### src/rtl/rtc_pkg.sv
package rtc_pkg;

    localparam int YEAR_W = 14;

    typedef struct packed {
        logic [YEAR_W-1:0] year;
        logic [3:0]        mon;
        logic [4:0]        day;
        logic [2:0]        wday;
        logic [4:0]        hour;
        logic [5:0]        min;
        logic [5:0]        sec;
    } cal_t;

    localparam logic [6:0] CODE_SEC  = 7'h00;
    localparam logic [6:0] CODE_MIN  = 7'h02;
    localparam logic [6:0] CODE_HOUR = 7'h04;
    localparam logic [6:0] CODE_WDAY = 7'h06;
    localparam logic [6:0] CODE_DAY  = 7'h07;
    localparam logic [6:0] CODE_MON  = 7'h08;
    localparam logic [6:0] CODE_YEAR = 7'h09;
    localparam logic [6:0] CODE_STA  = 7'h0A;
    localparam logic [6:0] CODE_STB  = 7'h0B;
    localparam logic [6:0] CODE_STD  = 7'h0D;
    localparam logic [6:0] CODE_CENT = 7'h32;

    localparam logic [6:0] STA_FIXED = 7'h26;
    localparam logic [7:0] STB_FIXED = 8'h06;
    localparam logic [7:0] STD_FIXED = 8'h80;

    function automatic logic leap_year(input logic [YEAR_W-1:0] y);
        logic by4, by100, by400;
        by4   = (y % YEAR_W'(4))   == '0;
        by100 = (y % YEAR_W'(100)) == '0;
        by400 = (y % YEAR_W'(400)) == '0;
        return (by4 && !by100) || by400;
    endfunction

    function automatic logic [4:0] month_len(input logic [3:0] m, input logic [YEAR_W-1:0] y);
        case (m)
            4'd2:                      return leap_year(y) ? 5'd29 : 5'd28;
            4'd4, 4'd6, 4'd9, 4'd11:   return 5'd30;
            default:                   return 5'd31;
        endcase
    endfunction

endpackage

### src/rtl/rtc_prescaler.sv
module rtc_prescaler #(
    parameter int TICKS_PER_SEC = 32768,
    parameter int UIP_TICKS     = 8,
    localparam int PRE_W        = $clog2(TICKS_PER_SEC)
) (
    input  logic             clk,
    input  logic             rst,
    input  logic             tick_en,
    output logic             sec_stb,
    output logic             uip,
    output logic [PRE_W-1:0] cnt
);
    localparam logic [PRE_W-1:0] LAST = PRE_W'(TICKS_PER_SEC - 1);

    assign sec_stb = tick_en && (cnt == LAST);
    assign uip     = cnt < PRE_W'(UIP_TICKS);

    always_ff @(posedge clk) begin
        if (rst) begin
            cnt <= '0;
        end else if (tick_en) begin
            cnt <= sec_stb ? '0 : cnt + PRE_W'(1);
        end
    end
endmodule

### src/rtl/rtc_calendar.sv
module rtc_calendar
    import rtc_pkg::*;
(
    input  logic clk,
    input  logic rst,
    input  logic sec_stb,
    input  cal_t preload,
    output cal_t cal_q
);
    cal_t nxt;

    always_comb begin
        nxt = cal_q;
        if (sec_stb) begin
            if (cal_q.sec != 6'd59) begin
                nxt.sec = cal_q.sec + 6'd1;
            end else begin
                nxt.sec = '0;
                if (cal_q.min != 6'd59) begin
                    nxt.min = cal_q.min + 6'd1;
                end else begin
                    nxt.min = '0;
                    if (cal_q.hour != 5'd23) begin
                        nxt.hour = cal_q.hour + 5'd1;
                    end else begin
                        nxt.hour = '0;
                        nxt.wday = (cal_q.wday == 3'd7) ? 3'd1 : cal_q.wday + 3'd1;
                        if (cal_q.day != month_len(cal_q.mon, cal_q.year)) begin
                            nxt.day = cal_q.day + 5'd1;
                        end else begin
                            nxt.day = 5'd1;
                            if (cal_q.mon != 4'd12) begin
                                nxt.mon = cal_q.mon + 4'd1;
                            end else begin
                                nxt.mon  = 4'd1;
                                nxt.year = cal_q.year + YEAR_W'(1);
                            end
                        end
                    end
                end
            end
        end
    end

    always_ff @(posedge clk) begin
        if (rst) cal_q <= preload;
        else     cal_q <= nxt;
    end
endmodule

### src/rtl/rtc_window.sv
module rtc_window
    import rtc_pkg::*;
(
    input  logic [6:0] code,
    input  cal_t       cal,
    input  logic       uip,
    output logic [7:0] data
);
    logic [7:0] yr_lo;
    logic [7:0] cent;

    assign yr_lo = 8'(cal.year % YEAR_W'(100));
    assign cent  = 8'((cal.year / YEAR_W'(100)) + YEAR_W'(1));

    always_comb begin
        case (code)
            CODE_SEC:  data = {2'b00, cal.sec};
            CODE_MIN:  data = {2'b00, cal.min};
            CODE_HOUR: data = {3'b000, cal.hour};
            CODE_WDAY: data = {5'b00000, cal.wday};
            CODE_DAY:  data = {3'b000, cal.day};
            CODE_MON:  data = {4'b0000, cal.mon};
            CODE_YEAR: data = yr_lo;
            CODE_CENT: data = cent;
            CODE_STA:  data = {uip, STA_FIXED};
            CODE_STB:  data = STB_FIXED;
            CODE_STD:  data = STD_FIXED;
            default:   data = 8'h00;
        endcase
    end
endmodule

### src/rtl/rtc_regfile.sv
module rtc_regfile
    import rtc_pkg::*;
#(
    parameter int TICKS_PER_SEC = 32768,
    parameter int UIP_TICKS     = 8,
    localparam int PRE_W        = $clog2(TICKS_PER_SEC)
) (
    input  logic              clk,
    input  logic              rst,
    input  logic              tick_en,
    input  logic              bus_addr,
    input  logic              bus_wr,
    input  logic [7:0]        bus_wdata,
    output logic [7:0]        bus_rdata,
    input  logic [5:0]        pl_sec,
    input  logic [5:0]        pl_min,
    input  logic [4:0]        pl_hour,
    input  logic [2:0]        pl_wday,
    input  logic [4:0]        pl_day,
    input  logic [3:0]        pl_mon,
    input  logic [YEAR_W-1:0] pl_year
);
    logic [7:0]       idx_q;
    logic             sec_stb;
    logic             uip;
    logic [PRE_W-1:0] presc_cnt;
    cal_t             preload;
    cal_t             cal_q;
    logic [7:0]       win_data;

    assign preload = '{year: pl_year, mon: pl_mon, day: pl_day, wday: pl_wday,
                       hour: pl_hour, min: pl_min, sec: pl_sec};

    always_ff @(posedge clk) begin
        if (rst)                      idx_q <= '0;
        else if (bus_wr && !bus_addr) idx_q <= bus_wdata;
    end

    rtc_prescaler #(.TICKS_PER_SEC(TICKS_PER_SEC), .UIP_TICKS(UIP_TICKS)) u_presc (
        .clk(clk), .rst(rst), .tick_en(tick_en),
        .sec_stb(sec_stb), .uip(uip), .cnt(presc_cnt)
    );

    rtc_calendar u_cal (
        .clk(clk), .rst(rst), .sec_stb(sec_stb), .preload(preload), .cal_q(cal_q)
    );

    rtc_window u_win (
        .code(idx_q[6:0]), .cal(cal_q), .uip(uip), .data(win_data)
    );

    assign bus_rdata = bus_addr ? win_data : idx_q;
endmodule

### config.mk
export PLATFORM = sky130hd
export DESIGN_NAME = rtc_regfile
export DESIGN_NICKNAME = d
export VERILOG_FILES = /design/src/rtl/rtc_pkg.sv /design/src/rtl/rtc_prescaler.sv /design/src/rtl/rtc_calendar.sv /design/src/rtl/rtc_window.sv /design/src/rtl/rtc_regfile.sv
export SDC_FILE = /design/constraint.sdc
export NUM_CORES = 1
export LEC_CHECK = 0
export ABC_AREA = 1
export BUFFER_PORTS_ARGS = -buffer_cell sky130_fd_sc_hd__buf_2
export CAP_MARGIN = 20
export CORE_ASPECT_RATIO = 0.5
export CORE_MARGIN = 2
export CORE_UTILIZATION = 51
export CTS_BUF_LIST = sky130_fd_sc_hd__clkbuf_8
export CTS_CLUSTER_DIAMETER = 100
export DETAILED_ROUTE_END_ITERATION = 16
export GPL_ROUTABILITY_DRIVEN = 0
export PLACE_DENSITY_LB_ADDON = 0.3
export SYNTH_ARGS = -nofsm -noshare
export SYNTH_HDL_FRONTEND = slang
export SYNTH_SLANG_ARGS = --single-unit
### constraint.sdc
create_clock -name clk -period 5.4 [get_ports clk]
set_clock_uncertainty 0.1 [all_clocks]
set_input_delay 0.54 -clock clk [delete_from_list [all_inputs] [get_ports clk]]
set_output_delay 0.54 -clock clk [all_outputs]
set_load 0.05 [all_outputs]
==> results of run 1 <==
==> timing repair <==
| action | CTS | global route |
|---|---|---|
| pin swaps | 29 | 21 |
| setup endpoints to repair | 7 | 27 |
| gates resized for setup | 58 | 39 |
| setup buffers | 19 | 6 |
| cloned | 0 | 1 |
==> worst paths after layout <==
kind,startpoint,end,slack [ps],depth (start not counted)
max reg2reg,u_cal.cal_q[39],u_cal.cal_q[37],-30,49
min,bus_wdata[6],idx_q[6],340,3
max,u_cal.cal_q[39],bus_rdata[4],-230,44
min reg2reg,u_presc.cnt[1],u_presc.cnt[1],390,2
==> cell families after synthesis <==
logic type	Yosys count
AND/OR/NAND/NOR	416
AO/OA/AOI/OAI	121
buffers and inverters	111
flip-flops	66
XOR/XNOR	22
adder cells (fa/ha/maj)	14
==> per-layer routing <==
metal	vias to the layer above	wire length, um
li1	2729	-
met1	2563	6472
met2	153	7092
met3	29	831
met4	0	340
met5	-	0
==> cell type report <==
type | instances | area share
Clock inverter | 7 | 0.007674
Sequential cell | 66 | 0.2620
Inverter | 99 | 0.05615
Tap cell | 140 | 0.02620
Multi-Input combinational cell | 573 | 0.5257
Timing Repair Buffer | 106 | 0.1037
Clock buffer | 9 | 0.01853
==> critical path: cells and delay by family (launching register included) <==
family                   cells  cell delay (ps)
AND/OR/NAND/NOR             37             3340
flip-flops                   1              510
buffers and inverters        4              450
AO/OA/AOI/OAI                2              180
adder cells (fa/ha/maj)      1              130
==> placed cells by master (no fill, tap or decap), types with 5 or more instances in the layout <==
cell type and instances:
a21oi_1 20, a22o_1 6, a31oi_1 7, buf_2 55, buf_4 42, buf_6 8
clkbuf_8 9, dfxtp_1 23, edfxtp_1 43, ha_1 13, inv_1 83, inv_2 12
nand2_1 172, nand2_2 27, nand2_4 30, nand3_1 50, nand3_2 14, nand3_4 6
nand4_1 12, nand4_4 5, nor2_1 60, nor2_4 9, nor3_1 14, nor4_1 8
o21ai_0 43, o21ai_1 14, o21ai_2 7, xor2_1 18
==> report_power, final <==
group	switching (mW)	internal, mW
clock network	0.227	0.169
logic	0.210	0.131
registers	0.0140	0.556
total	0.451	0.857
==> stage by stage <==
step	TNS (ps)	hold slack, ps	util
finish	-1356	338.7	0.6524
global route	-9168	337.5	0.6524
CTS	-467.8	331.5	0.6332
detailed placement	-50.66	380.6	0.5805
global placement	0	372.2	0.5805
floorplan	0	350.6	-
==> flip-flops by register name (all words and copies together), names as in the netlist <==
signal,flops
idx_q,8
u_cal.cal_q,43
u_presc.cnt,15
==> metrics.cfg, run 1 <==
[final_layout]
multiInputGateArea_sq_mm=0.003515
syn_to_final_growth_pct=24.03
seq_area_sq_mm=0.001752
drive_gt1_frac=0.2826
stdcell_count=1000
fillers=896
diodes=0
nets=925
final_cell_area_sq_mm=0.006685

[setup_path]
crit_slowest_cell=edfxtp_1
crit_fanout=6
cp-start-kind=flop
crit_path_end_kind=primary output
worstPathRequired_ps=4760
cp.arrival_ps=4990
cpMostUsedCell=nand2_4
critical_path_class=reg2out
worst_path_largest_cell_delay_ps=510

[synth]
synth_top_family_by_area=simple AND/OR/NAND/NOR gates
synth_cell_types=45
synth_area_per_cell_sq_um=7.187
synth-seq-area-share=0.3250
muxShareOfSynthArea=0
synth-adder-area-share=0.03250
synth_xor_area_frac=0.03575
syn-instance-count=750
synthesis.area_sq_mm=0.005390
synth-edff-count=43
synth_compound_area_frac=0.1318
synth_common_cells=nand2_1, inv_1, nor2_1
yosysTopAreaCell=edfxtp_1
yosys.area_share.simple=0.3962
synth.top_cell.area_share=0.2396
async_flop_share=0
synth_flop_cell=edfxtp_1
yosys_register_bits=66
yosys_warnings=0
synthTopCellsByArea=edfxtp_1, nand2_1, dfxtp_1
yosysMostFrequentCell=nand2_1
syn_nets=820

[clock_tree]
numCtsBuffers=9
cts_tree=built
root_buffer=clkbuf_8
insertion_delay_ps=360
path_clk_slew_ps=80
htreeDepth=3
clock_path_buffers=2
hold_buffers=0
cts.sinks=66

[status]
violations=setup timing
outcome=complete, but fails checks

[timing]
rsz0062_at_grt=yes
worst_pin_slew_ps=825.0
post-route-period-util=1.043
period_minus_slack_ps=5634
max_freq_mhz=177.5
worst_slack_ps=-233.9
slew_headroom=0.4458
drv_slew=0
hold_violations=0
setup_viol=20

[route]
finalWirelength_um=14740
drt_pass1_iterations=5
ant_nets=0
vias=5474
viasPerCell=5.474
wire_per_inst_um=14.74
drc=0
first_iter_violations=395

[global_route]
grtUsageTotal=0.2616
grtUsageMet2=0.4385
grtUsageMet1=0.3273
antenna_found_initial=0
use_met3=0.06667
grt_max_degree=55
grt_pass1_wl_um=24200
busiest_layer=met2
first_global_vias=5305
grt_overflow=0

[floorplan]
ios=64
core-area_sq_mm=0.01025
die_y_um=76.70
die_w_um=149.4
rows=26
start_util=0.5260
die_area_sq_mm=0.01146

[job]
maxCapViolCount=0

[place]
dp_hpwl_um=10290
io_buffers=63
dp_worst_setup_slack_ps=-40.76
dpl-instance-area_sq_mm=0.005948
dp_cells=957

[pwr]
fin_total_pwr_mw=1.308
vdd_drop_max_v=0.0001231
power.density_mw_per_mm2=195.7
leakagePower_nw=3.023

[worst_hold_path]
hold_path_class=in2reg

Note: power is estimated with default switching activity, not from simulation.
==> inputs of run 2 (changes only) <==
Settings changed: SYNTH_HIERARCHICAL from default to 1.
==> metrics.cfg, run 2 <==
[status]
outcome=complete, but fails checks
violations=setup timing

[global_route]
first_global_vias=6798
antenna_found_initial=0
grtUsageTotal=0.2526
grt_overflow=0
grt_pass1_wl_um=30290
grt_max_degree=39

[setup_path]
crit_path_end_kind=primary output
cp.arrival_ps=5660
crit_fanout=5
critical_path_class=reg2out
crit_slowest_cell=edfxtp_1
setup.worst_path.start=u_cal/cal_q[39]
reg2reg_from=u_cal/cal_q[39]
worstPathRequired_ps=4760
cpMostUsedCell=nand2_4
worst_path_largest_cell_delay_ps=440
cp-start-kind=flop

[pwr]
leakagePower_nw=4.066
power.internal_mw=0.9378
switching_share=0.3538
clkPwrFrac=0.293
power.density_mw_per_mm2=173.6
p_switching_mw=0.5135
vdd_drop_max_v=0.0001327
seq_power_share=0.395
fin_total_pwr_mw=1.451
combPwrFrac=0.313

[synth]
synthesis.area_sq_mm=0.006764
synth-seq-area-share=0.2590
yosys_register_bits=66
synth_area_per_cell_sq_um=6.554
syn-instance-count=1032
yosysTopAreaCell=edfxtp_1
synth-edff-count=43
synth_common_cells=nand2_1, inv_1, nor2_1
yosys_warnings=6
synth_flop_cell=edfxtp_1
synth.top_cell.area_share=0.1909
yosysMostFrequentCell=nand2_1
synthTopCellsByArea=edfxtp_1, nand2_1, inv_1
syn_nets=1102
synth_cell_types=50
async_flop_share=0

[floorplan]
die_area_sq_mm=0.01426
core-area_sq_mm=0.01281
die_y_um=85.44
die_w_um=166.9
ios=64
rows=29
start_util=0.5281

[timing]
period_minus_slack_ps=6301
worst_slack_ps=-900.8
post-route-period-util=1.167
worst_pin_slew_ps=889.7
setup_tns_ps=-7069
max_freq_mhz=158.7
whs_ps=360.3
hold_violations=0
rsz0062_at_grt=yes
slew_headroom=0.4014
drv_slew=0
setup_viol=22

[final_layout]
reg_top3=u_cal/cal_q: 43 flops, u_presc/cnt: 15 flops, idx_q: 8 flops
final_cell_area_sq_mm=0.008358
stdcell_count=1327
final_common_cell=nand2_1
layout_common_cells=nand2_1, inv_1, nor2_1
largest_register_ffs=43
diodes=0
drive_gt1_frac=0.2869
max_flop_register=u_cal/cal_q
nets=1222
syn_to_final_growth_pct=23.57
final_util=0.6525

[route]
finalWirelength_um=20420
viasPerCell=5.642
wl_met2_um=9708
drt_pass1_iterations=6
ant_nets=0
wire_per_inst_um=15.38
wl_met3_um=1355
vias=7487
drc=0
first_iter_violations=651
wl_met1_um=8451
top_layer=met4

[place]
io_buffers=63
dp_worst_setup_slack_ps=-251.7
dp_cells=1268
dpl-instance-area_sq_mm=0.007345
dp_hpwl_um=12980

[clock_tree]
numCtsBuffers=9
clock_path_buffers=2
path_clk_slew_ps=80
root_buffer=clkbuf_8
cts.sinks=66
htreeDepth=3
cts_tree=built
hold_buffers=0
insertion_delay_ps=360

[worst_hold_path]
hold_path_class=in2reg
hold_start=pl_mon[1]

[job]
maxCapViolCount=0

## run 2: changes by cell type after synthesis, sizes merged, moves of 5 or more
cell / delta
nor2: +43
o21ai: -5
inv: +48
xor2: +5
nand3: +38
nand4: +15
nand2: +148
## run 2: cell families after synthesis
group / share of synthesized area
AND/OR/NAND/NOR: 0.4889
XOR/XNOR: 0.03755
AO/OA/AOI/OAI: 0.09638
adder cells (fa/ha/maj): 0.02590
flip-flops: 0.2590
buffers and inverters: 0.09230
## run 2: cell type report
type / count / area [sq um]
Inverter: 145 / 556.8
Clock inverter: 7 / 61.31
Tap cell: 170 / 212.7
Sequential cell: 66 / 1752
Clock buffer: 9 / 123.9
Timing Repair Buffer: 121 / 839.6
Fill cell: 1044 / 4451
Multi-Input combinational cell: 809 / 4812
## run 2: final timing paths
check / depth (start not counted) / slack, ps / end
worst max register to register: 46 / -60 / u_cal/cal_q[36]
worst max-delay path: 42 / -900 / bus_rdata[2]
worst min-delay path: 3 / 360 / u_cal/cal_q[26]
worst min register to register: 2 / 400 / idx_q[7]
## run 2: repair_timing
item	CTS	global route
gates resized for setup	68	64
buffers inserted	25	19
gates cloned	0	0
setup endpoints to repair	8	31
pin swaps	45	44
## run 2: critical path: cells and delay by family, from the launching register on
family	cells	cell delay, ps
AO/OA/AOI/OAI	5	750
adder cells (fa/ha/maj)	1	180
flip-flops	1	440
buffers and inverters	8	1020
AND/OR/NAND/NOR	27	2690
XOR/XNOR	1	190
## run 2: layer usage
metal | up-vias | GRT usage
met1 | 3407 | 0.3146
met3 | 111 | 0.04198
met5 | - | 0
li1 | 3609 | -
met2 | 360 | 0.4519
met4 | 0 | 0.07915
## run 2: power groups by stage
stage / logic, mW / registers [mW] / clock network (mW)
after floorplan: 0.268 / 0.580 / 0
after global placement: 0.338 / 0.584 / 0
after detailed placement: 0.344 / 0.584 / 0
after CTS: 0.400 / 0.573 / 0.427
after global routing: 0.491 / 0.575 / 0.449
final: 0.454 / 0.573 / 0.425
==> inputs of run 3 (changes only) <==
Settings changed: CAP_MARGIN 20 to default, CTS_BUF_LIST sky130_fd_sc_hd__clkbuf_8 to default.
==> metrics.cfg, run 3 (synthesis gave the netlist of run 2 again) <==
[status]
outcome=complete, but fails checks
violations=setup timing

[pwr]
seq_power_share=0.354
vdd_drop_max_v=0.0001451
clkPwrFrac=0.353
fin_total_pwr_mw=1.622
power.density_mw_per_mm2=190.3
leakagePower_nw=4.125
p_switching_mw=0.5451
power.internal_mw=1.077
switching_share=0.3360
combPwrFrac=0.293

[final_layout]
largest_register_ffs=43
syn_to_final_growth_pct=26.03
drive_gt1_frac=0.2902
reg_top3=u_cal/cal_q: 43 flops, u_presc/cnt: 15 flops, idx_q: 8 flops
layout_common_cells=nand2_1, inv_1, nor2_1
stdcell_count=1328
nets=1223
diodes=0
final_common_cell=nand2_1
fillers=1014
final_util=0.6655
max_flop_register=u_cal/cal_q

[setup_path]
worstPathRequired_ps=4760
crit_fanout=10
critical_path_class=reg2out
worst_path_largest_cell_delay_ps=440
cp.arrival_ps=5670
cp-start-kind=flop
crit_slowest_cell=edfxtp_1
crit_path_end_kind=primary output

[clock_tree]
clock_path_buffers=2
insertion_delay_ps=340
cts.sinks=66
numCtsBuffers=9
path_clk_slew_ps=60
root_buffer=clkbuf_16
cts_tree=built
htreeDepth=3

[timing]
post-route-period-util=1.168
hold_violations=0
setup_tns_ps=-5812
rsz0062_at_grt=yes
drv_slew=0
setup_viol=8
period_minus_slack_ps=6306
slew_headroom=0.4132
max_freq_mhz=158.6
worst_pin_slew_ps=872.1
whs_ps=378.1
worst_slack_ps=-905.6

[place]
dp_hpwl_um=12980
dp_cells=1268
io_buffers=63

[global_route]
grt_max_degree=39
grtUsageTotal=0.2577
antenna_found_initial=0
grt_pass1_wl_um=30620
first_global_vias=6792
grt_overflow=0

[route]
wire_per_inst_um=15.66
viasPerCell=5.693
drc=0
first_iter_violations=690
ant_nets=0
vias=7560
drt_pass1_iterations=7
finalWirelength_um=20800

[floorplan]
ios=64
core-area_sq_mm=0.01281
die_area_sq_mm=0.01426
die_y_um=85.44
start_util=0.5281
die_w_um=166.9
rows=29

[worst_hold_path]
hold_path_class=in2reg

[job]
maxCapViolCount=0

[run 3: cell types whose count changed in the layout (fill, tap and decap cells not counted), sizes merged]
cell	previous run	this run
clkbuf	9	13
inv	149	146
buf	121	122
bufinv	1	0
[run 3: final timing paths]
check                  start  cells after the start         endpoint  slack [ps]
max reg2reg  u_cal/cal_q[38]                     43  u_cal/cal_q[29]          10
max          u_cal/cal_q[39]                     41     bus_rdata[6]        -910
min                pl_min[1]                      3   u_cal/cal_q[7]         380
min reg2reg  u_presc/cnt[14]                      2  u_presc/cnt[14]         390
[run 3: cell type report]
class	count	area [sq um]	area share
clock buffer	13	261.5	0.03068
clock inverter	3	20.02	0.002348
inverter	145	554.3	0.06502
multi-input combinational	809	4900	0.5748
sequential	66	1752	0.2055
tap	170	212.7	0.02495
timing repair buffer	122	824.5	0.09673
[run 3: power groups by stage]
stage | Combinational (mW) | Clock [mW] | Sequential, mW
floorplan | 0.268 | 0 | 0.580
global placement | 0.338 | 0 | 0.584
detailed placement | 0.344 | 0 | 0.584
CTS | 0.394 | 0.579 | 0.574
global route | 0.512 | 0.604 | 0.576
finish | 0.475 | 0.573 | 0.574
[run 3: what timing repair did]
item                                    in CTS  in global routing
pin swaps                                   40                 48
gates cloned                                 0                  0
hold buffers                                 0                  0
buffers inserted                            21                 23
endpoints found under the setup margin       8                 31
resized for setup                           60                 78
[run 3: per-stage QoR]
step	setup slack, ps	area (sq um)
2_1_floorplan	56.47	6766
6_report	-905.6	8524
3_5_place_dp	-251.7	7345
5_1_grt	-1054	8524
4_1_cts	-378.5	8024
3_3_place_gp	13.90	7345
[run 3: worst max-delay path: cells and delay by family (launching register included)]
kind | cells | cell delay (ps)
fa+ha+maj | 1 | 150
buf+inv | 5 | 640
flops | 1 | 440
compound gates | 5 | 660
simple gates | 30 | 3440
[run 3: layer usage]
metal  global-route usage  vias to the layer above  routed length, um
li1                     -                     3609                  -
met1               0.3160                     3427               8540
met2               0.4639                      404               9807
met3              0.04991                      120               1488
met5                    0                        -                  0
met4              0.07680                        0                962
